`src/rtl/gcorr_pkg.sv`:
```
package gcorr_pkg;

  // Width of one saturating direction counter.
  localparam int unsigned CTR_W = 2;

  typedef logic [CTR_W-1:0] ctr_t;

  localparam ctr_t CTR_MAX  = ctr_t'((1 << CTR_W) - 1);
  localparam ctr_t CTR_MIN  = '0;
  // Weakly not taken: just below the taken threshold.
  localparam ctr_t CTR_INIT = ctr_t'((1 << (CTR_W - 1)) - 1);

  // Next counter state for a resolved outcome, saturating at both ends.
  function automatic ctr_t ctr_next(input ctr_t cur, input logic taken);
    ctr_t nxt;
    if (taken) nxt = (cur == CTR_MAX) ? cur : cur + ctr_t'(1);
    else       nxt = (cur == CTR_MIN) ? cur : cur - ctr_t'(1);
    return nxt;
  endfunction

  // Upper half of the counter range predicts taken.
  function automatic logic ctr_says_taken(input ctr_t cur);
    return cur[CTR_W-1];
  endfunction

endpackage

```
`src/rtl/gcorr_history.sv`:
```
module gcorr_history #(
  parameter int unsigned HIST_BITS = 2
) (
  input  logic                 clk,
  input  logic                 rst_n,
  input  logic                 shift_en,
  input  logic                 shift_in,
  output logic [HIST_BITS-1:0] hist_q
);

  logic [HIST_BITS-1:0] hist_d;

  generate
    if (HIST_BITS == 1) begin : g_one
      assign hist_d = shift_in;
    end else begin : g_many
      assign hist_d = {hist_q[HIST_BITS-2:0], shift_in};
    end
  endgenerate

  always_ff @(posedge clk) begin
    if (!rst_n)        hist_q <= '0;
    else if (shift_en) hist_q <= hist_d;
  end


  hist_newest_lsb_chk: assert property (@(posedge clk) disable iff (!rst_n)
    shift_en |=> hist_q[0] == $past(shift_in));


  hist_hold_chk: assert property (@(posedge clk) disable iff (!rst_n)
    !shift_en |=> $stable(hist_q));

endmodule

```
`src/rtl/gcorr_ctr_table.sv`:
```
module gcorr_ctr_table
  import gcorr_pkg::*;
#(
  parameter int unsigned IDX_W = 6
) (
  input  logic             clk,
  input  logic             rst_n,
  input  logic [IDX_W-1:0] rd_idx,
  output ctr_t             rd_ctr,
  input  logic             wr_en,
  input  logic [IDX_W-1:0] wr_idx,
  input  logic             wr_taken
);

  localparam int unsigned DEPTH = 1 << IDX_W;

  ctr_t             ctr_q [DEPTH];
  logic [DEPTH-1:0] cell_we;

  // Decoded per-cell write strobes, brought out for the checks.
  always_comb begin
    cell_we = '0;
    if (wr_en) cell_we[wr_idx] = 1'b1;
  end

  always_ff @(posedge clk) begin
    for (int i = 0; i < DEPTH; i++) begin
      if (!rst_n)          ctr_q[i] <= CTR_INIT;
      else if (cell_we[i]) ctr_q[i] <= ctr_next(ctr_q[i], wr_taken);
    end
  end

  // Read returns the registered value: a same-cycle write is not visible.
  assign rd_ctr = ctr_q[rd_idx];


  single_write_chk: assert property (@(posedge clk) disable iff (!rst_n)
    $onehot0(cell_we));

  generate
    for (genvar g = 0; g < DEPTH; g++) begin : g_cell_chk

      cell_hold_chk: assert property (@(posedge clk) disable iff (!rst_n)
        !cell_we[g] |=> $stable(ctr_q[g]));

      cell_sat_hi_chk: assert property (@(posedge clk) disable iff (!rst_n)
        (cell_we[g] && wr_taken && ctr_q[g] == CTR_MAX) |=> ctr_q[g] == CTR_MAX);

      cell_sat_lo_chk: assert property (@(posedge clk) disable iff (!rst_n)
        (cell_we[g] && !wr_taken && ctr_q[g] == CTR_MIN) |=> ctr_q[g] == CTR_MIN);

      cell_step_up_chk: assert property (@(posedge clk) disable iff (!rst_n)
        (cell_we[g] && wr_taken && ctr_q[g] != CTR_MAX) |=>
          ctr_q[g] == $past(ctr_q[g]) + ctr_t'(1));
    end
  endgenerate

endmodule

```
`src/rtl/gcorr_predictor.sv`:
```
module gcorr_predictor
  import gcorr_pkg::*;
#(
  parameter int unsigned PC_W      = 32,
  parameter int unsigned PC_LSB    = 2,
  parameter int unsigned ADDR_BITS = 4,
  parameter int unsigned HIST_BITS = 2
) (
  input  logic                 clk,
  input  logic                 rst_n,
  input  logic [PC_W-1:0]      pred_pc,
  output logic                 pred_taken,
  output logic [HIST_BITS-1:0] pred_hist,
  input  logic                 upd_valid,
  input  logic [PC_W-1:0]      upd_pc,
  input  logic                 upd_taken,
  input  logic [HIST_BITS-1:0] upd_hist
);

  localparam int unsigned IDX_W = ADDR_BITS + HIST_BITS;

  logic [HIST_BITS-1:0] ghist_q;
  logic [IDX_W-1:0]     pred_idx;
  logic [IDX_W-1:0]     upd_idx;
  ctr_t                 pred_ctr;

  // Address bits outside the slot field are deliberately dropped.
  logic unused_pc_bits;
  assign unused_pc_bits = ^{pred_pc, upd_pc};

  assign pred_idx = {pred_pc[PC_LSB +: ADDR_BITS], ghist_q};
  assign upd_idx  = {upd_pc[PC_LSB +: ADDR_BITS], upd_hist};

  gcorr_history #(
    .HIST_BITS (HIST_BITS)
  ) hist_i (
    .clk      (clk),
    .rst_n    (rst_n),
    .shift_en (upd_valid),
    .shift_in (upd_taken),
    .hist_q   (ghist_q)
  );

  gcorr_ctr_table #(
    .IDX_W (IDX_W)
  ) table_i (
    .clk      (clk),
    .rst_n    (rst_n),
    .rd_idx   (pred_idx),
    .rd_ctr   (pred_ctr),
    .wr_en    (upd_valid),
    .wr_idx   (upd_idx),
    .wr_taken (upd_taken)
  );

  assign pred_taken = ctr_says_taken(pred_ctr);
  assign pred_hist  = ghist_q;


  idle_hist_out_chk: assert property (@(posedge clk) disable iff (!rst_n)
    !upd_valid |=> pred_hist == $past(pred_hist));


  hist_out_shift_chk: assert property (@(posedge clk) disable iff (!rst_n)
    upd_valid |=> pred_hist[0] == $past(upd_taken));

endmodule

```
`config.mk`:
```
export PLATFORM = sky130hd
export DESIGN_NAME = gcorr_predictor
export DESIGN_NICKNAME = d
export VERILOG_FILES = /design/src/rtl/gcorr_pkg.sv /design/src/rtl/gcorr_history.sv /design/src/rtl/gcorr_ctr_table.sv /design/src/rtl/gcorr_predictor.sv
export SDC_FILE = /design/constraint.sdc
export NUM_CORES = 1
export LEC_CHECK = 0
export CAP_MARGIN = 20
export CORE_ASPECT_RATIO = 0.7
export CORE_MARGIN = 5
export CORE_UTILIZATION = 64
export CTS_CLUSTER_SIZE = 8
export DETAILED_ROUTE_END_ITERATION = 10
export PLACE_DENSITY = 0.95
export SLEW_MARGIN = 20
export SYNTH_ARGS = -nofsm -noshare
export SYNTH_HDL_FRONTEND = slang
export SYNTH_HIERARCHICAL = 1
export SYNTH_SLANG_ARGS = --single-unit
```
`constraint.sdc`:
```
create_clock -name clk -period 4.85 [get_ports clk]
set_input_delay 0.97 -clock clk [delete_from_list [all_inputs] [get_ports clk]]
set_output_delay 0.97 -clock clk [all_outputs]
set_load 0.02 [all_outputs]
```
# [After elaboration in Yosys (flattened, before gate mapping)]
# Memory sizes are Yosys's and may differ from the RTL's.
# Cells that the tools add are included.
[totals] ramBits=128 out_inout_bits=3 mem_count=1 register_bits=2 elab_cells=905
[mem_list] memory="table_i.ctr_q" depth=64 word_bits=2 rd=65 rd_ports_with_merged_regs=0 write_ports=64 line_no="gcorr_ctr_table.sv:17" source="ctr_t ctr_q [DEPTH];"
[classes] bitwise_logic=64 order_cmp=2 reduce_logical=65 muxes=580 addsub=128 n_eq_ne=64
[ops] operator="two-way mux 2 bit" n=384
[ops] operator="two-way mux 1 bit" n=194
[ops] operator="adder 2 x 1 -> 2 bit, second input constant" n=64
[ops] operator="== test 2 bit, second input constant" n=64
[ops] operator="zero test 2 bit" n=64
[ops] operator="subtractor 2 x 1 -> 2 bit, second input constant" n=64
[ops] operator="two-way mux 64 bit" n=1
[ops] operator="OR 1 bit" n=64
[ops] operator="less-than comparator 6 x 7 -> 1 bit, second input constant" n=1
[ops] operator="demux 1 bit (select 6 bit)" n=1
[ops] operator=">= comparator 6 x 1 -> 1 bit, second input constant" n=1
[ops] operator="logical AND 1 bit" n=1

# [Longest topological paths before layout]
[depth] word_depth=9 mapped_depth=7 depth_no_buf=4

# [Modules after synthesis]
# The synthesis kept the hierarchy.
[by_module_without_submodules] module="gcorr_ctr_table" area_per_inst_um2=8753.4 seq_area_each_um2=3843.7 cells_per_inst=802 n_inst=1
[by_module_without_submodules] module="gcorr_history" area_per_inst_um2=72.6 seq_area_each_um2=40.0 cells_per_inst=6 n_inst=1

# [Worst setup path before layout]
# Ideal clock, no wire load.
[synth_timing] path_type="in2out" start="input pred_pc[2]" end="output pred_taken" path_buffers=1 cell_stages=5 t_arrival_ps=2215 path_slack_ps=1665 cell_sequence="buf_6 -> mux4_2 -> a22oi_1 -> o311ai_1 -> a32o_1"
[synth_between] elab_chain_len=1
[synth_rtl] element="from (decl)" line_no="gcorr_predictor.sv:11" source="input logic [PC_W-1:0] pred_pc,"
[synth_rtl] element="memory read (64 x 2 bit)"
[synth_rtl] element="to (decl)" line_no="gcorr_predictor.sv:12" source="output logic pred_taken,"
# No other way between the ends.

# [Worst setup path in the final report]
# Same ends and word-level chain as after synthesis.

==> results.toml <==
[run_status]
status = "complete, no violations"

[floorplan]
coreArea_sq_um = 12600
die_w_um = 146
io_pins = 73
dieHeight_um = 105
initial_core_util_pct = 66.2
dieArea_sq_um = 15400
row_count = 34

[global_routing]
grt_pass1_wl_um = 34700
top_usage_layer = "met2"
track_usage_pct = 28.2
met1_usage_pct = 35.5
met3_usage_pct = 8.84
met2_usage_pct = 44.6
grt_max_degree = 116
grt-ovfl-total = 0
grt_pass1_vias = 6887
antenna_found_initial = 0

[pwr]
sw_frac_of_total_pct = 24.1
pwr-share-seq_pct = 46.3
power_switching_uw = 669
cellInternalPower_uw = 2110
p_clk_share_pct = 43.0
p_leak_uw = 0.00260
finalPower_uw = 2780
p_per_area_nw_per_um2 = 310
p_comb_share_pct = 10.7
vdd_ir_drop_max_mv = 0.267

[timing]
rsz0062_at_grt = "false"
setup_viol = 0
min_period_ns = 4.63
worst_pin_slew_ns = 0.921
fmax_mhz = 216
skew_ns = 0.00582
fin_ws_ns = 0.218
hold_viol = 0
finalSetupTns_ns = 0
post-route-period-util_pct = 95.5
drv_slew = 0
maxSlewHeadroom_pct = 38.6

[synth]
netlist_instances = 775
synthesis.area_sq_um = 8340
yosys_warnings = 6
avgSynthCellArea_sq_um = 10.8
syn_nets = 845

[placed_design]
portBuffers = 16
finalWeightedCongestion = 0.817
pre_cts_ws_ns = 0.240
dp_hpwl_um = 14500

[routing]
post_drt_wl_per_cell_um = 23.4
via_per_inst = 7.31
drtIter0Drc = 1138
vias = 6804
routed_wl_um = 21800
drc_errors = 0
firstDrtPassIters = 7
ant_nets = 0

[min_path]
whs_path_depth = 1
hp-class = "reg2reg"

[finish]
n_antenna_cell = 0
nNetsFinal = 826
areaGrowthSynthToFinish_pct = 7.54
drive_gt1_share_pct = 9.10

[cts]
cts_setup_buffers = 0
cts.path.max_buffers = 2
cts.sinks = 130
cts_hold_buf = 0
clockRootBuffer = "clkbuf_16"
cts_htree_levels = 4
cts-resized-gates = 0
cts_tree = "yes"
clk_latency_ns = 0.43
path_clk_slew_ns = 0.05
cts_made_buffers = 17

[setup_path]
worst_ep_required_time_ns = 3.88
r2r_cells = 2
crit_arrival_ns = 3.66
path_class = "in2out"
path_max_fanout = 12
cp-end-kind = "primary output"
cp-start-kind = "input port"

[job]
drv_cap = 0
flip-flops by register name (all words and copies together) (netlist names):
name,count
table_i/ctr_q,128
hist_i/hist_q,2
critical path: stages:
cell and delay (ns):
clkdlybuf4s50_1 0.87, mux4_2 0.59, a22oi_1 0.22, o311ai_1 0.13
a32o_1 0.32, clkdlybuf4s50_1 0.55
routing by layer:
metal / part of all wire, % / wire length [um] / up-vias
li1: - / - / 2930
met1: 36 / 7840 / 3242
met2: 47 / 10300 / 516
met3: 13 / 2740 / 116
met4: 4.3 / 935 / 0
met5: 0 / 0 / -
per-stage QoR:
step	area, sq um	utilization [%]	hold WS, ns	instances
finish	8960	71.2	0.612	931
global route	8960	71.2	0.639	931
floorplan	8340	-	0.578	775
detailed placement	8420	66.9	0.607	899
CTS	8960	71.2	0.615	931
global placement	8420	66.9	0.590	899
cells in the final DEF (no fill, tap or decap), drive strengths merged, types with 7 or more instances in the layout:
cell type,count
nand3,41
clkdlybuf4s50,14
nand4,11
nor2,37
clkbuf,25
edfxtp,128
mux4,15
and3,63
nand2,39
xnor2,128
buf,12
nor3,131
nand3b,7
o41ai,62
cell type report:
cell class | instances | area, sq um
clock inverters | 7 | 60.1
inverters | 2 | 7.51
well taps | 162 | 203
repair buffers | 26 | 231
multi-input cells | 579 | 4090
fillers | 798 | 3630
flip-flops and latches | 130 | 3880
clock buffers | 25 | 485
power groups by stage:
stage	clock (uW)	combinational, uW	sequential (uW)
after detailed placement	0	286	1310
after global placement	0	269	1300
final	1200	298	1290
after floorplan	0	226	1300
after CTS	1200	290	1290
after global routing	1250	314	1290
path summary, 6_finish.rpt:
| path | start | endpoint | slack [ns] |
|---|---|---|---|
| setup / recovery | pred_pc[2] | pred_taken | 0.22 |
| hold / removal | table_i/ctr_q[49][0] | table_i/ctr_q[49][0] | 0.61 |
| setup reg to reg | table_i/ctr_q[61][1] | table_i/ctr_q[61][0] | 3.20 |
| hold reg to reg | table_i/ctr_q[49][0] | table_i/ctr_q[49][0] | 0.61 |
Note: power is estimated with default switching activity, not from simulation.
